**src/rtl/tx8b10b_pkg.sv**
```systemverilog
`timescale 1ns/1ps
package tx8b10b_pkg;
   localparam int BYTE_W = 8;
   localparam int X_W    = 5;
   localparam int Y_W    = BYTE_W - X_W;
   localparam int SIX_W  = X_W + 1;
   localparam int FOUR_W = Y_W + 1;
   localparam int CG_W   = SIX_W + FOUR_W;
   localparam int CG_MID = CG_W / 2;
endpackage

```
**src/rtl/tx8b10b_six.sv**
```systemverilog
`timescale 1ns/1ps
module tx8b10b_six
   import tx8b10b_pkg::*;
(
   input  logic [X_W-1:0]   x_i,
   input  logic             k28_i,
   input  logic             rd_pos_i,
   output logic [SIX_W-1:0] six_o,
   output logic             rd_pos_o
);
   logic [SIX_W-1:0] base;   // negative-disparity form, a at MSB
   logic [SIX_W-1:0] sent;
   logic [2:0]       ones;
   logic             unbal;
   logic             flip;

   always_comb begin
      case (x_i)
         5'd0:  base = 6'b100111;  5'd1:  base = 6'b011101;
         5'd2:  base = 6'b101101;  5'd3:  base = 6'b110001;
         5'd4:  base = 6'b110101;  5'd5:  base = 6'b101001;
         5'd6:  base = 6'b011001;  5'd7:  base = 6'b111000;
         5'd8:  base = 6'b111001;  5'd9:  base = 6'b100101;
         5'd10: base = 6'b010101;  5'd11: base = 6'b110100;
         5'd12: base = 6'b001101;  5'd13: base = 6'b101100;
         5'd14: base = 6'b011100;  5'd15: base = 6'b010111;
         5'd16: base = 6'b011011;  5'd17: base = 6'b100011;
         5'd18: base = 6'b010011;  5'd19: base = 6'b110010;
         5'd20: base = 6'b001011;  5'd21: base = 6'b101010;
         5'd22: base = 6'b011010;  5'd23: base = 6'b111010;
         5'd24: base = 6'b110011;  5'd25: base = 6'b100110;
         5'd26: base = 6'b010110;  5'd27: base = 6'b110110;
         5'd28: base = 6'b001110;  5'd29: base = 6'b101110;
         5'd30: base = 6'b011110;  default: base = 6'b101011;
      endcase
      if (k28_i) base = 6'b001111;
   end

   assign ones     = 3'($countones(base));
   assign unbal    = (ones != 3'd3);
   assign flip     = rd_pos_i & (unbal | (x_i == 5'd7));
   assign sent     = base ^ {SIX_W{flip}};
   assign rd_pos_o = rd_pos_i ^ unbal;

   for (genvar i = 0; i < SIX_W; i++) begin : g_order
      assign six_o[i] = sent[SIX_W-1-i];
   end
endmodule

```
**src/rtl/tx8b10b_four.sv**
```systemverilog
`timescale 1ns/1ps
module tx8b10b_four
   import tx8b10b_pkg::*;
(
   input  logic [Y_W-1:0]    y_i,
   input  logic              alt_i,
   input  logic              k28_i,
   input  logic              rd_pos_i,
   output logic [FOUR_W-1:0] four_o,
   output logic              rd_pos_o
);
   logic [FOUR_W-1:0] base;  // negative-disparity form, f at MSB
   logic [FOUR_W-1:0] sent;
   logic [2:0]        ones;
   logic              unbal;
   logic              flip;
   logic              kfix;

   always_comb begin
      case (y_i)
         3'd0:    base = 4'b1011;
         3'd1:    base = 4'b1001;
         3'd2:    base = 4'b0101;
         3'd3:    base = 4'b1100;
         3'd4:    base = 4'b1101;
         3'd5:    base = 4'b1010;
         3'd6:    base = 4'b0110;
         default: base = alt_i ? 4'b0111 : 4'b1110;
      endcase
   end

   assign ones     = 3'($countones(base));
   assign unbal    = (ones != 3'd2);
   assign flip     = rd_pos_i & (unbal | (y_i == 3'd3));
   // balanced K28 trailers take the opposite form to data after a negative 6b
   assign kfix     = k28_i & ~unbal & (y_i != 3'd3) & ~rd_pos_i;
   assign sent     = base ^ {FOUR_W{flip | kfix}};
   assign rd_pos_o = rd_pos_i ^ unbal;

   for (genvar i = 0; i < FOUR_W; i++) begin : g_order
      assign four_o[i] = sent[FOUR_W-1-i];
   end
endmodule

```
**src/rtl/tx8b10b_enc.sv**
```systemverilog
`timescale 1ns/1ps
module tx8b10b_enc
   import tx8b10b_pkg::*;
#(
   parameter int FORCE_EN       = 1,
   parameter int POLINV_EN      = 1,
   parameter int RESET_DISP_NEG = 1
) (
   input  logic              clk_i,
   input  logic              rst_i,
   input  logic              valid_i,
   input  logic [BYTE_W-1:0] byte_i,
   input  logic              ctrl_i,
   input  logic              force_i,
   input  logic              dispval_i,
   input  logic              polinv_i,
   output logic              cg_vld_o,
   output logic [CG_W-1:0]   cg_o,
   output logic              disp_neg_o,
   output logic              kerr_o
);
   localparam logic RST_RD_POS = (RESET_DISP_NEG == 0);

   if (FORCE_EN != 0 && FORCE_EN != 1) begin : g_bad_force
      $error("FORCE_EN must be 0 or 1");
   end
   if (POLINV_EN != 0 && POLINV_EN != 1) begin : g_bad_pol
      $error("POLINV_EN must be 0 or 1");
   end
   if (RESET_DISP_NEG != 0 && RESET_DISP_NEG != 1) begin : g_bad_rst
      $error("RESET_DISP_NEG must be 0 or 1");
   end

   logic [X_W-1:0]    x;
   logic [Y_W-1:0]    y;
   logic              k_ok, k_bad, k28, alt;
   logic              rd_pos_q, rd_in, rd_mid, rd_end;
   logic [SIX_W-1:0]  six;
   logic [FOUR_W-1:0] four;
   logic [CG_W-1:0]   inv_mask;
   logic              past_ok_q;

   assign x = byte_i[X_W-1:0];
   assign y = byte_i[BYTE_W-1:X_W];

   assign k_ok  = ctrl_i & ((x == 5'd28) |
                  ((y == 3'd7) & ((x == 5'd23) | (x == 5'd27) | (x == 5'd29) | (x == 5'd30))));
   assign k_bad = ctrl_i & ~k_ok;
   assign k28   = k_ok & (x == 5'd28);

   if (FORCE_EN == 1) begin : g_force
      assign rd_in = force_i ? ~dispval_i : rd_pos_q;
   end else begin : g_track
      logic unused_force;
      assign unused_force = force_i ^ dispval_i;
      assign rd_in        = rd_pos_q;
   end

   if (POLINV_EN == 1) begin : g_pol
      assign inv_mask = {CG_W{polinv_i}};
   end else begin : g_nopol
      logic unused_pol;
      assign unused_pol = polinv_i;
      assign inv_mask   = '0;
   end

   tx8b10b_six u_six (
      .x_i(x), .k28_i(k28), .rd_pos_i(rd_in), .six_o(six), .rd_pos_o(rd_mid)
   );

   assign alt = (y == 3'd7) & (k_ok |
                (~rd_mid & ((x == 5'd17) | (x == 5'd18) | (x == 5'd20))) |
                ( rd_mid & ((x == 5'd11) | (x == 5'd13) | (x == 5'd14))));

   tx8b10b_four u_four (
      .y_i(y), .alt_i(alt), .k28_i(k28), .rd_pos_i(rd_mid), .four_o(four), .rd_pos_o(rd_end)
   );

   always_ff @(posedge clk_i) begin
      if (rst_i) begin
         cg_o      <= '0;
         cg_vld_o  <= 1'b0;
         kerr_o    <= 1'b0;
         rd_pos_q  <= RST_RD_POS;
         past_ok_q <= 1'b0;
      end else begin
         past_ok_q <= 1'b1;
         cg_vld_o  <= valid_i;
         if (valid_i) begin
            cg_o     <= {four, six} ^ inv_mask;
            kerr_o   <= k_bad;
            rd_pos_q <= rd_end;
         end
      end
   end

   assign disp_neg_o = ~rd_pos_q;

   a_r9_balanced: assert property (@(posedge clk_i) disable iff (rst_i)
      cg_vld_o |-> ($countones(cg_o) >= CG_MID - 1 && $countones(cg_o) <= CG_MID + 1));

   a_r3_rd_follows_group: assert property (@(posedge clk_i) disable iff (rst_i)
      past_ok_q && cg_vld_o && !(FORCE_EN == 1 && $past(force_i))
      |-> ((disp_neg_o != $past(disp_neg_o)) == ($countones(cg_o) != CG_MID)));

   a_r4_forced_positive: assert property (@(posedge clk_i) disable iff (rst_i)
      past_ok_q && cg_vld_o && FORCE_EN == 1 && $past(force_i) && !$past(dispval_i)
      && !(POLINV_EN == 1 && $past(polinv_i))
      |-> ($countones(cg_o) <= CG_MID && ($countones(cg_o) != CG_MID || !disp_neg_o)));

   a_r4_forced_negative: assert property (@(posedge clk_i) disable iff (rst_i)
      past_ok_q && cg_vld_o && FORCE_EN == 1 && $past(force_i) && $past(dispval_i)
      && !(POLINV_EN == 1 && $past(polinv_i))
      |-> ($countones(cg_o) >= CG_MID && ($countones(cg_o) != CG_MID || disp_neg_o)));

   a_r8_hold_when_idle: assert property (@(posedge clk_i) disable iff (rst_i)
      past_ok_q && !$past(valid_i) |-> (!cg_vld_o && $stable(cg_o) && $stable(disp_neg_o)));

   a_r7_kerr_needs_ctrl: assert property (@(posedge clk_i) disable iff (rst_i)
      past_ok_q && kerr_o |-> $past(ctrl_i));
endmodule

```
**config.mk**
```make
export PLATFORM = sky130hd
export DESIGN_NAME = tx8b10b_enc
export DESIGN_NICKNAME = d
export VERILOG_FILES = /design/src/rtl/tx8b10b_pkg.sv /design/src/rtl/tx8b10b_six.sv /design/src/rtl/tx8b10b_four.sv /design/src/rtl/tx8b10b_enc.sv
export SDC_FILE = /design/constraint.sdc
export NUM_CORES = 1
export LEC_CHECK = 0
export ABC_CLOCK_PERIOD_IN_PS = 8200
export BUFFER_PORTS_ARGS = -buffer_cell sky130_fd_sc_hd__buf_2
export CORE_MARGIN = 10
export CORE_UTILIZATION = 50
export CTS_BUF_LIST = sky130_fd_sc_hd__clkbuf_8 sky130_fd_sc_hd__clkbuf_16
export DETAILED_ROUTE_END_ITERATION = 6
export GPL_TIMING_DRIVEN = 1
export PLACE_DENSITY = 0.79
export SYNTH_ARGS = -nofsm -noshare
export SYNTH_HDL_FRONTEND = slang
export SYNTH_SLANG_ARGS = --single-unit
```
**constraint.sdc**
```tcl
create_clock -name clk_i -period 8.2 [get_ports clk_i]
set_input_delay 1.64 -clock clk_i [delete_from_list [all_inputs] [get_ports clk_i]]
set_output_delay 1.64 -clock clk_i [all_outputs]
set_load 0.005 [all_outputs]
```
# Word-level counts from Yosys, hierarchy flattened
# Memories as Yosys holds them, arrays and structs flattened.
# Index checks and enable logic that the tools add are counted.
# word_totals
output_inout_bits,13
reg_bits,13
latchBits,0
rom_bits,192
wordCells,75
mem_bits_rw,0
n_memories,1
# classes
reduce_logical,1
bitwise_logic,35
n_addsub,8
n_shift,0
n_eq_ne,22
mux,4
div_mod_pow,0
magnitude_cmp,0
mul,0
# mem_list
memory,depth,width,read_ports,rd_ports_with_merged_regs,write_ports,line,rtl
(name not given),32,6,1,0,0,tx8b10b_six.sv:18,case (x_i)
# op_table
op,n
5-bit equality test (second input constant),8
4-bit one-hot mux with 7 select lines,1
5-bit by 4-bit equality test with 1-bit output (second input constant),3
1-bit OR,13
1-bit AND,12
3-bit equality test (second input constant),4
1-bit by 1-bit adder with 2-bit output,5
10-bit bitwise XOR,1
3-bit adder,3
3-bit by 2-bit inequality test with 1-bit output (second input constant),3
3-bit by 2-bit equality test with 1-bit output (second input constant),2
6-bit two-way mux,1
6-bit bitwise XOR,1
5-bit by 3-bit equality test with 1-bit output (second input constant),1
1-bit NOT,5
4-bit two-way mux,1
4-bit bitwise XOR,1
3-bit by 1-bit equality test with 1-bit output (second input constant),1
3-bit logical NOT,1
1-bit bitwise XOR,2
1-bit two-way mux,1

# Longest topological paths before layout
# Gate-level depths: netlist of run 1.
# depth
word_depth,31
mapped_depth,26

# By module
# A second synthesis of run 1 with hierarchy kept.
# unflattened
cells_unflattened,174
area_unflattened_um2,1480.2
# modules_own_cells
mod,n_inst,area_each_um2,cells_each
tx8b10b_enc,1,680.7,78
tx8b10b_six,1,599.3,73
tx8b10b_four,1,200.2,23

# Worst setup path after synthesis of run 1
# No wires, ideal clock.
# synth_path
path_kind,input port to flip-flop
start,input byte_i[2]
end,register cg_o[6]
n_path_buf,4
required_ns,8.112
arrival_time_ns,6.917
setup_slack_ns,1.195
stages,24
cell_sequence,buf_2 buf_2 buf_2 a211o_1 a31oi_1 inv_1 ha_1 fa_1 ha_1 nand2_1 a211o_1 a211o_2 and3_1 inv_1 ha_1 ha_1 fa_1 nor3b_1 o21ai_0 and3_4 or3_1 buf_2 a21o_1 a311oi_2
# synth_via
elab_chain_len,31
elab_cells_between_ends,52
# synth_rtl
element,line,rtl
"start, declared",tx8b10b_enc.sv:12,"input logic [BYTE_W-1:0] byte_i,"
5-bit equality test,tx8b10b_enc.sv:47,((y == 3'd7) & ((x == 5'd23) | (x == 5'd27) | (x == 5'd29) | (x == 5'd30))));
1-bit OR (3 in series),tx8b10b_enc.sv:47,
1-bit AND,tx8b10b_enc.sv:47,
1-bit OR,tx8b10b_enc.sv:46,assign k_ok = ctrl_i & ((x == 5'd28) |
1-bit AND,tx8b10b_enc.sv:46,
1-bit AND,tx8b10b_enc.sv:49,assign k28 = k_ok & (x == 5'd28);
6-bit two-way mux,tx8b10b_six.sv:36,if (k28_i) base = 6'b001111;
1-bit by 1-bit adder with 2-bit output (not written as such),tx8b10b_six.sv:39,assign ones = 3'($countones(base));
(+11 left out),--,
1-bit by 1-bit adder with 2-bit output (not written as such),tx8b10b_four.sv:32,assign ones = 3'($countones(base));
3-bit adder (not written as such),tx8b10b_four.sv:32,
3-bit by 2-bit inequality test with 1-bit output,tx8b10b_four.sv:33,assign unbal = (ones != 3'd2);
1-bit NOT,tx8b10b_four.sv:36,assign kfix = k28_i & ~unbal & (y_i != 3'd3) & ~rd_pos_i;
1-bit AND (3 in series),tx8b10b_four.sv:36,
1-bit OR,tx8b10b_four.sv:37,assign sent = base ^ {FOUR_W{flip | kfix}};
4-bit bitwise XOR (*),tx8b10b_four.sv:37,
10-bit bitwise XOR (*),tx8b10b_enc.sv:90,"cg_o <= {four, six} ^ inv_mask;"
"end signal, assigned",tx8b10b_enc.sv:90,
"end, declared",tx8b10b_enc.sv:18,"output logic [CG_W-1:0] cg_o,"
# Mark *: on every way between the ends. The rest lies on a longest branch, timed or not.
# A chain may end at the register's enable or synchronous reset.

# Final worst setup path of run 1
# layout_path
start,input byte_i[1]
end,register cg_o[6]
# The elaborated chain is that of the path after synthesis.

==> results of run 1 <==
==> cells in the final DEF, fill, tap and decap left out, drive strengths merged, types with 3 or more instances in the layout <==
cell,n
dfxtp,13
nand2b,7
buf,27
o211ai,4
mux2i,5
inv,10
a211oi,9
o311ai,3
xor2,6
nor2b,5
a211o,3
ha,15
fa,3
nand3,9
nor2,11
or3,5
o21ai,6
nand2,17
clkbuf,3
a21oi,8
a31oi,3
==> critical path: stages <==
cell      delay (ps)
buf_2            140
inv_1            140
ha_1             210
nor2b_1          190
a211oi_1          80
a211oi_1         440
nor2_1            90
ha_1             240
fa_1             490
ha_1             290
nand2_1           80
a211o_1          340
a211o_2          350
nand3_1          140
inv_1             60
ha_1             270
ha_1             210
fa_1             480
nor3b_1          260
o21ai_0          200
and3_4           220
or3_1            430
a21o_1           210
a311oi_2         240
==> cell families (layout without fill, tap and decap cells) <==
| group | Yosys count | after routing | share of synthesized area (%) |
|---|---|---|---|
| buffers and inverters | 20 | 40 | 5.74 |
| flip-flops | 13 | 13 | 18.4 |
| multiplexers | 5 | 5 | 3.53 |
| AO/OA/AOI/OAI | 45 | 45 | 23.1 |
| XOR/XNOR | 8 | 8 | 5.48 |
| AND/OR/NAND/NOR | 69 | 69 | 26.3 |
| adder cells (fa/ha/maj) | 18 | 18 | 17.5 |
==> power by group <==
group	switching (µW)	internal (µW)
Clock	20.9	32.9
Combinational	76.5	61.9
Sequential	4.96	74.3
Total	102	169
==> path summary, 6_finish.rpt <==
kind | endpoint | depth (start not counted) | slack [ps] | start
min reg2reg | cg_o[1]$_SDFFE_PP0P_ | 2 | 470 | cg_o[1]$_SDFFE_PP0P_
max reg2reg | cg_o[6]$_SDFFE_PP0P_ | 14 | 4150 | rd_pos_q$_SDFFE_PP0P_
min | cg_o[1]$_SDFFE_PP0P_ | 2 | 470 | cg_o[1]$_SDFFE_PP0P_
max | cg_o[6]$_SDFFE_PP0P_ | 24 | 910 | byte_i[1]
==> sequential cells by signal, summed over array words and instances, names as in the netlist <==
name / flops
kerr_o: 1
cg_o: 10
cg_vld_o: 1
rd_pos_q: 1
==> layout make-up <==
cell class,instances,area [µm²]
tap,31,38.8
clock inverter,1,3.75
multi-input combinational,145,1070
sequential,13,260
fill,262,1150
inverter,9,33.8
timing repair buffer,27,135
clock buffer,3,41.3
==> stage by stage <==
step	power (µW)	setup WS, ps	cells
floorplan	184	1200	178
global placement	211	874	225
detailed placement	221	667	225
CTS	274	923	229
global route	294	535	229
finish	272	915	229
==> per-layer routing <==
layer / vias up / global-route usage, %
li1: 687 / -
met4: 0 / 5.91
met1: 608 / 13.8
met3: 6 / 3.27
met2: 33 / 20.2
met5: - / 0
==> metrics.txt, run 1 <==
run status finished clean; Post-Syn Area 1420 µm²; fin area 1590 µm²; syn_area_per_cell 7.96 µm²; final core utilization 58.1%; worst path required time 8350 ps; crit end category register; Placed Area 1540 µm²; Startpoint Class input pin; Pwr Density 171 nW/µm²; via count 1334; Final Max Slew Viols 0; post-CTS setup buffer count 0; Ant. Diodes 0; Chip Width 73.2 µm; CTS sink cnt 13; CTS root buf clkbuf_8; met3 routed WL 260 µm; unrepaired setup endpoints after global routing false; core area 2730 µm²; HPWL Detailed 2780 µm; I/O Pins 28; Site Rows 19; worst slew pin tran 596 ps; clk_skew 1.62 ps; Hold Vio Cnt, Final 0; largest net degree at the start of global routing 28; insertion delay to the later sink of the worst-skew pair 240 ps; global placement routability congestion 0.846; max_slew headroom 59.8%; DRC violations left 0; crit path kind input pin to register; Finish-stage setup viols 0; ys flop type dfxtp_1; vias in the first global route 1240; arrival time worst endpoint 7440 ps; NumNets Final 232; #FFs+latches synth 13; Initial DRC Count 51; wl on met1 1440 µm; antenna-violating nets left 0; final hold slack 469 ps; Post-Syn Nets 211; first drt pass iteration count 4; post-route minimum period 7290 ps; die footprint 5360 µm²; Top Layer Used met4; area leader, netlist dfxtp_1; worst-path maximum fanout 6; Post-Route WL 3300 µm; final cycle utilization of the critical path 88.8%; antenna violations before repair 0; ys async rst share 0%; first-pass GRT wire length 5410 µm; Yosys top cell area share 18.4%; max-cap violations 0; Synth cell types 45; CTS hold repair buffers 0; htree depth 1; Vias per Instance 5.83; met2 wire len 1530 µm; Area Growth Syn to Fin 12.1%; Worst VDD drop 0.140 mV; EDFF count, synth 0; fmax 137 MHz; grt ovf 0; cell with the most instances after synthesis nand2_1; DR WL/cell 14.4 µm; post-CTS sizing 0; Num CTS Buffers 3; CTS tree built; Initial Util 51.8%; Fin Setup TNS 0 ps; Seq/Total Area, Yosys 18.4%; Global Route Usage Sum 12.1%; Port Buffers 27; synth warn 0; clock buffer depth 2; die height 73.2 µm; Post-synth top cells 17 x nand2_1, 15 x ha_1, 13 x dfxtp_1; Syn Inst Count 178; Pleak 0.000703 µW; share of layout cells above drive strength 1 19.2%; Reg clk slew, reported paths 50 ps; dominant cells by area after synthesis dfxtp_1 18%, ha_1 13%, a211oi_1 4.8%; Hold WC Path Type register to register
No activity file was read; power rests on OpenSTA's default activity.
==> inputs of run 2 (changes only) <==
SYNTH_HIERARCHICAL = 1   (was unset)
==> metrics.txt, run 2 <==
fill count 266 (was 262); crit end category register (unchanged); synth warn 6 (was 0); total power 335 µW (was 272 µW); share of layout cells above drive strength 1 25.4% (was 19.2%); fmax 127 MHz (was 137 MHz); ys flop type dfxtp_1 (unchanged); Hold WC Path Type register to register (unchanged); DRC violations left 0 (unchanged); crit path kind input pin to register (unchanged); Seq pwr share 24.1% (was 29.2%); Finish-stage setup viols 0 (unchanged); CP max stage cell fa_1 (unchanged); Chip Width 74.4 µm (was 73.2 µm); Global Route Usage Sum 12.6% (was 12.1%); switching power 127 µW (was 102 µW); die footprint 5540 µm² (was 5360 µm²); clock buffer depth 2 (unchanged); NumNets Final 232 (unchanged); core area 2810 µm² (was 2730 µm²); Hold Vio Cnt, Final 0 (unchanged); syn_area_per_cell 8.51 µm² (was 7.96 µm²); Area Growth Syn to Fin 15.9% (was 12.1%); hold wc startpoint cg_o[5]$_SDFFE_PP0P_ (was cg_o[1]$_SDFFE_PP0P_); first-pass GRT wire length 5710 µm (was 5410 µm); final cycle utilization of the critical path 96.2% (was 88.8%); Final Max Slew Viols 0 (unchanged); leading cell type in the layout, fill and taps excluded buf_2 (unchanged); cell with the most instances after synthesis xnor2_1 (was nand2_1); max_slew headroom 64.6% (was 59.8%); post-route minimum period 7890 ps (was 7290 ps); Reg clk slew, reported paths 50 ps (about the same); htree depth 1 (unchanged); Ant. Diodes 0 (unchanged); global placement routability congestion 0.857 (was 0.846); Pwr Density 195 nW/µm² (was 171 nW/µm²); grt ovf 0 (unchanged); CTS root buf clkbuf_8 (unchanged); largest net degree at the start of global routing 29 (was 28); via count 1315 (was 1334); #FFs+latches synth 13 (unchanged); final hold slack 476 ps (was 469 ps); flip-flop count of the largest register after layout 10 (unchanged); area leader, netlist dfxtp_1 (unchanged); largest family of logic cells by synthesized area compound AO/OA/AOI/OAI gates (was simple AND/OR/NAND/NOR gates); largest register by flop count cg_o (unchanged); Sw Share 37.8% (was 37.7%); Pleak 0.000757 µW (was 0.000703 µW); R2R Path Start rd_pos_q$_SDFFE_PP0P_ (unchanged); worst slew pin tran 517 ps (was 596 ps); antenna violations before repair 0 (unchanged); post-synthesis compound-gate area fraction 21.2% (was 23.1%); run status finished clean (unchanged); unrepaired setup endpoints after global routing false (unchanged); Multi-input gate area 1160 µm² (was 1070 µm²); Startpoint Class input pin (unchanged); CP Launch Point byte_i[0] (was byte_i[1]); register area 260 µm² (unchanged); DR WL/cell 14.6 µm (was 14.4 µm); vias in the first global route 1281 (was 1240); Initial DRC Count 50 (was 51); Site Rows 19 (unchanged); final core utilization 61.2% (was 58.1%); dominant cells by area after synthesis dfxtp_1 18%, xnor2_1 11%, ha_1 9.3% (was dfxtp_1 18%, ha_1 13%, a211oi_1 4.8%); Pint 208 µW (was 169 µW); Slowest Stage Delay on Critical Path 550 ps (was 490 ps); Synth cell types 47 (was 45); I/O Pins 28 (unchanged); Syn Inst Count 174 (was 178); CTS tree built (unchanged); Yosys top cell area share 17.6% (was 18.4%); worst path required time 8350 ps (about the same); ys async rst share 0% (unchanged); Initial Util 52.8% (was 51.8%); Port Buffers 27 (unchanged); Post-synth top cells 19 x xnor2_1, 17 x nor2_1, 13 x dfxtp_1 (was 17 x nand2_1, 15 x ha_1, 13 x dfxtp_1); Post-Syn Nets 204 (was 211); max-cap violations 0 (unchanged); arrival time worst endpoint 8040 ps (was 7440 ps); first drt pass iteration count 4 (unchanged); Post-Route WL 3400 µm (was 3300 µm); commonest non-fill, non-tap cells in the layout 25 x buf_2, 19 x xnor2_1, 16 x nor2_1, 13 x dfxtp_1, 12 x nand2_1 (was 27 x buf_2, 17 x nand2_1, 15 x ha_1, 13 x dfxtp_1, 11 x nor2_1); Post-Syn Area 1480 µm² (was 1420 µm²); antenna-violating nets left 0 (unchanged); die height 74.4 µm (was 73.2 µm); CTS hold repair buffers 0 (unchanged); Synth Area in Adders 14.7% (was 17.5%); Seq/Total Area, Yosys 17.6% (was 18.4%); Num CTS Buffers 3 (unchanged); Comb pwr share 59.8% (was 51.0%); Post-Synth Simple-Gate Area 20.5% (was 26.3%); HPWL Detailed 2730 µm (was 2780 µm); worst-path maximum fanout 12 (was 6); clock share of power 16.1% (was 19.8%); EDFF count, synth 0 (unchanged); insertion delay to the later sink of the worst-skew pair 240 ps (about the same); Worst VDD drop 0.0700 mV (was 0.140 mV); xor-xnor portion of the synthesized cell area 14.8% (was 5.48%); Vias per Instance 5.67 (was 5.83); clk_skew 1.51 ps (was 1.62 ps); multiplexer share of the synthesized area 5.33% (was 3.53%); CTS sink cnt 13 (unchanged)
==> run 2: final timing paths <==
kind,cells after the start,endpoint,slack (ps)
min,2,cg_o[5]$_SDFFE_PP0P_,480
max,30,cg_o[8]$_SDFFE_PP0P_,310
min reg2reg,2,cg_o[5]$_SDFFE_PP0P_,480
max reg2reg,19,cg_o[8]$_SDFFE_PP0P_,4210
==> run 2: what timing repair did <==
item,4_1_cts,5_1_grt
resized for setup,0,10
endpoints found under the setup margin,0,4
buffers inserted,0,1
==> run 2: critical path, delay by kind of cell <==
kind	cells	cell delay (ps)
AO/OA/AOI/OAI	7	1190
XOR/XNOR	3	480
adder cells (fa/ha/maj)	8	2950
buffers and inverters	4	410
multiplexers	2	410
AND/OR/NAND/NOR	6	970
==> run 2: cells by family (layout without fill, tap and decap cells) <==
| group | count (synthesis) | in the layout |
|---|---|---|
| buf+inv | 19 | 46 |
| xor+xnor | 25 | 25 |
| mux | 6 | 6 |
| fa+ha+maj | 15 | 15 |
| simple gates | 56 | 56 |
| compound gates | 40 | 40 |
| flops | 13 | 13 |
==> run 2: metal layers <==
metal,GRT usage [%],vias up,part of all wire (%)
met3,2.66,6,6.0
li1,-,670,-
met4,4.62,0,1.4
met2,21.8,31,48
met5,0,-,0
met1,14.9,608,45
==> run 2: power groups by stage <==
stage               registers [µW]  clock network, µW  logic, µW
floorplan                     82.5                  0        145
global placement              81.3                  0        186
detailed placement            82.0                  0        195
CTS                           80.9               55.0        196
global route                  82.5               58.3        220
finish                        80.8               53.8        200
==> run 2: through the flow <==
step	setup TNS, ps	area, µm²	worst slack, ps	std cells
floorplan	0	1480	497	174
global placement	0	1640	203	227
detailed placement	-449	1640	-121	227
CTS	0	1680	95.3	231
global route	0	1720	21.6	232
finish	0	1720	311	232
==> run 2: final cells by class <==
| type | count | area share (%) |
|---|---|---|
| Tap cell | 31 | 2.26 |
| Multi-Input combinational cell | 142 | 67.4 |
| Timing Repair Buffer | 32 | 10.4 |
| Clock buffer | 3 | 2.41 |
| Sequential cell | 13 | 15.2 |
| Inverter | 10 | 2.19 |
| Clock inverter | 1 | 0.219 |
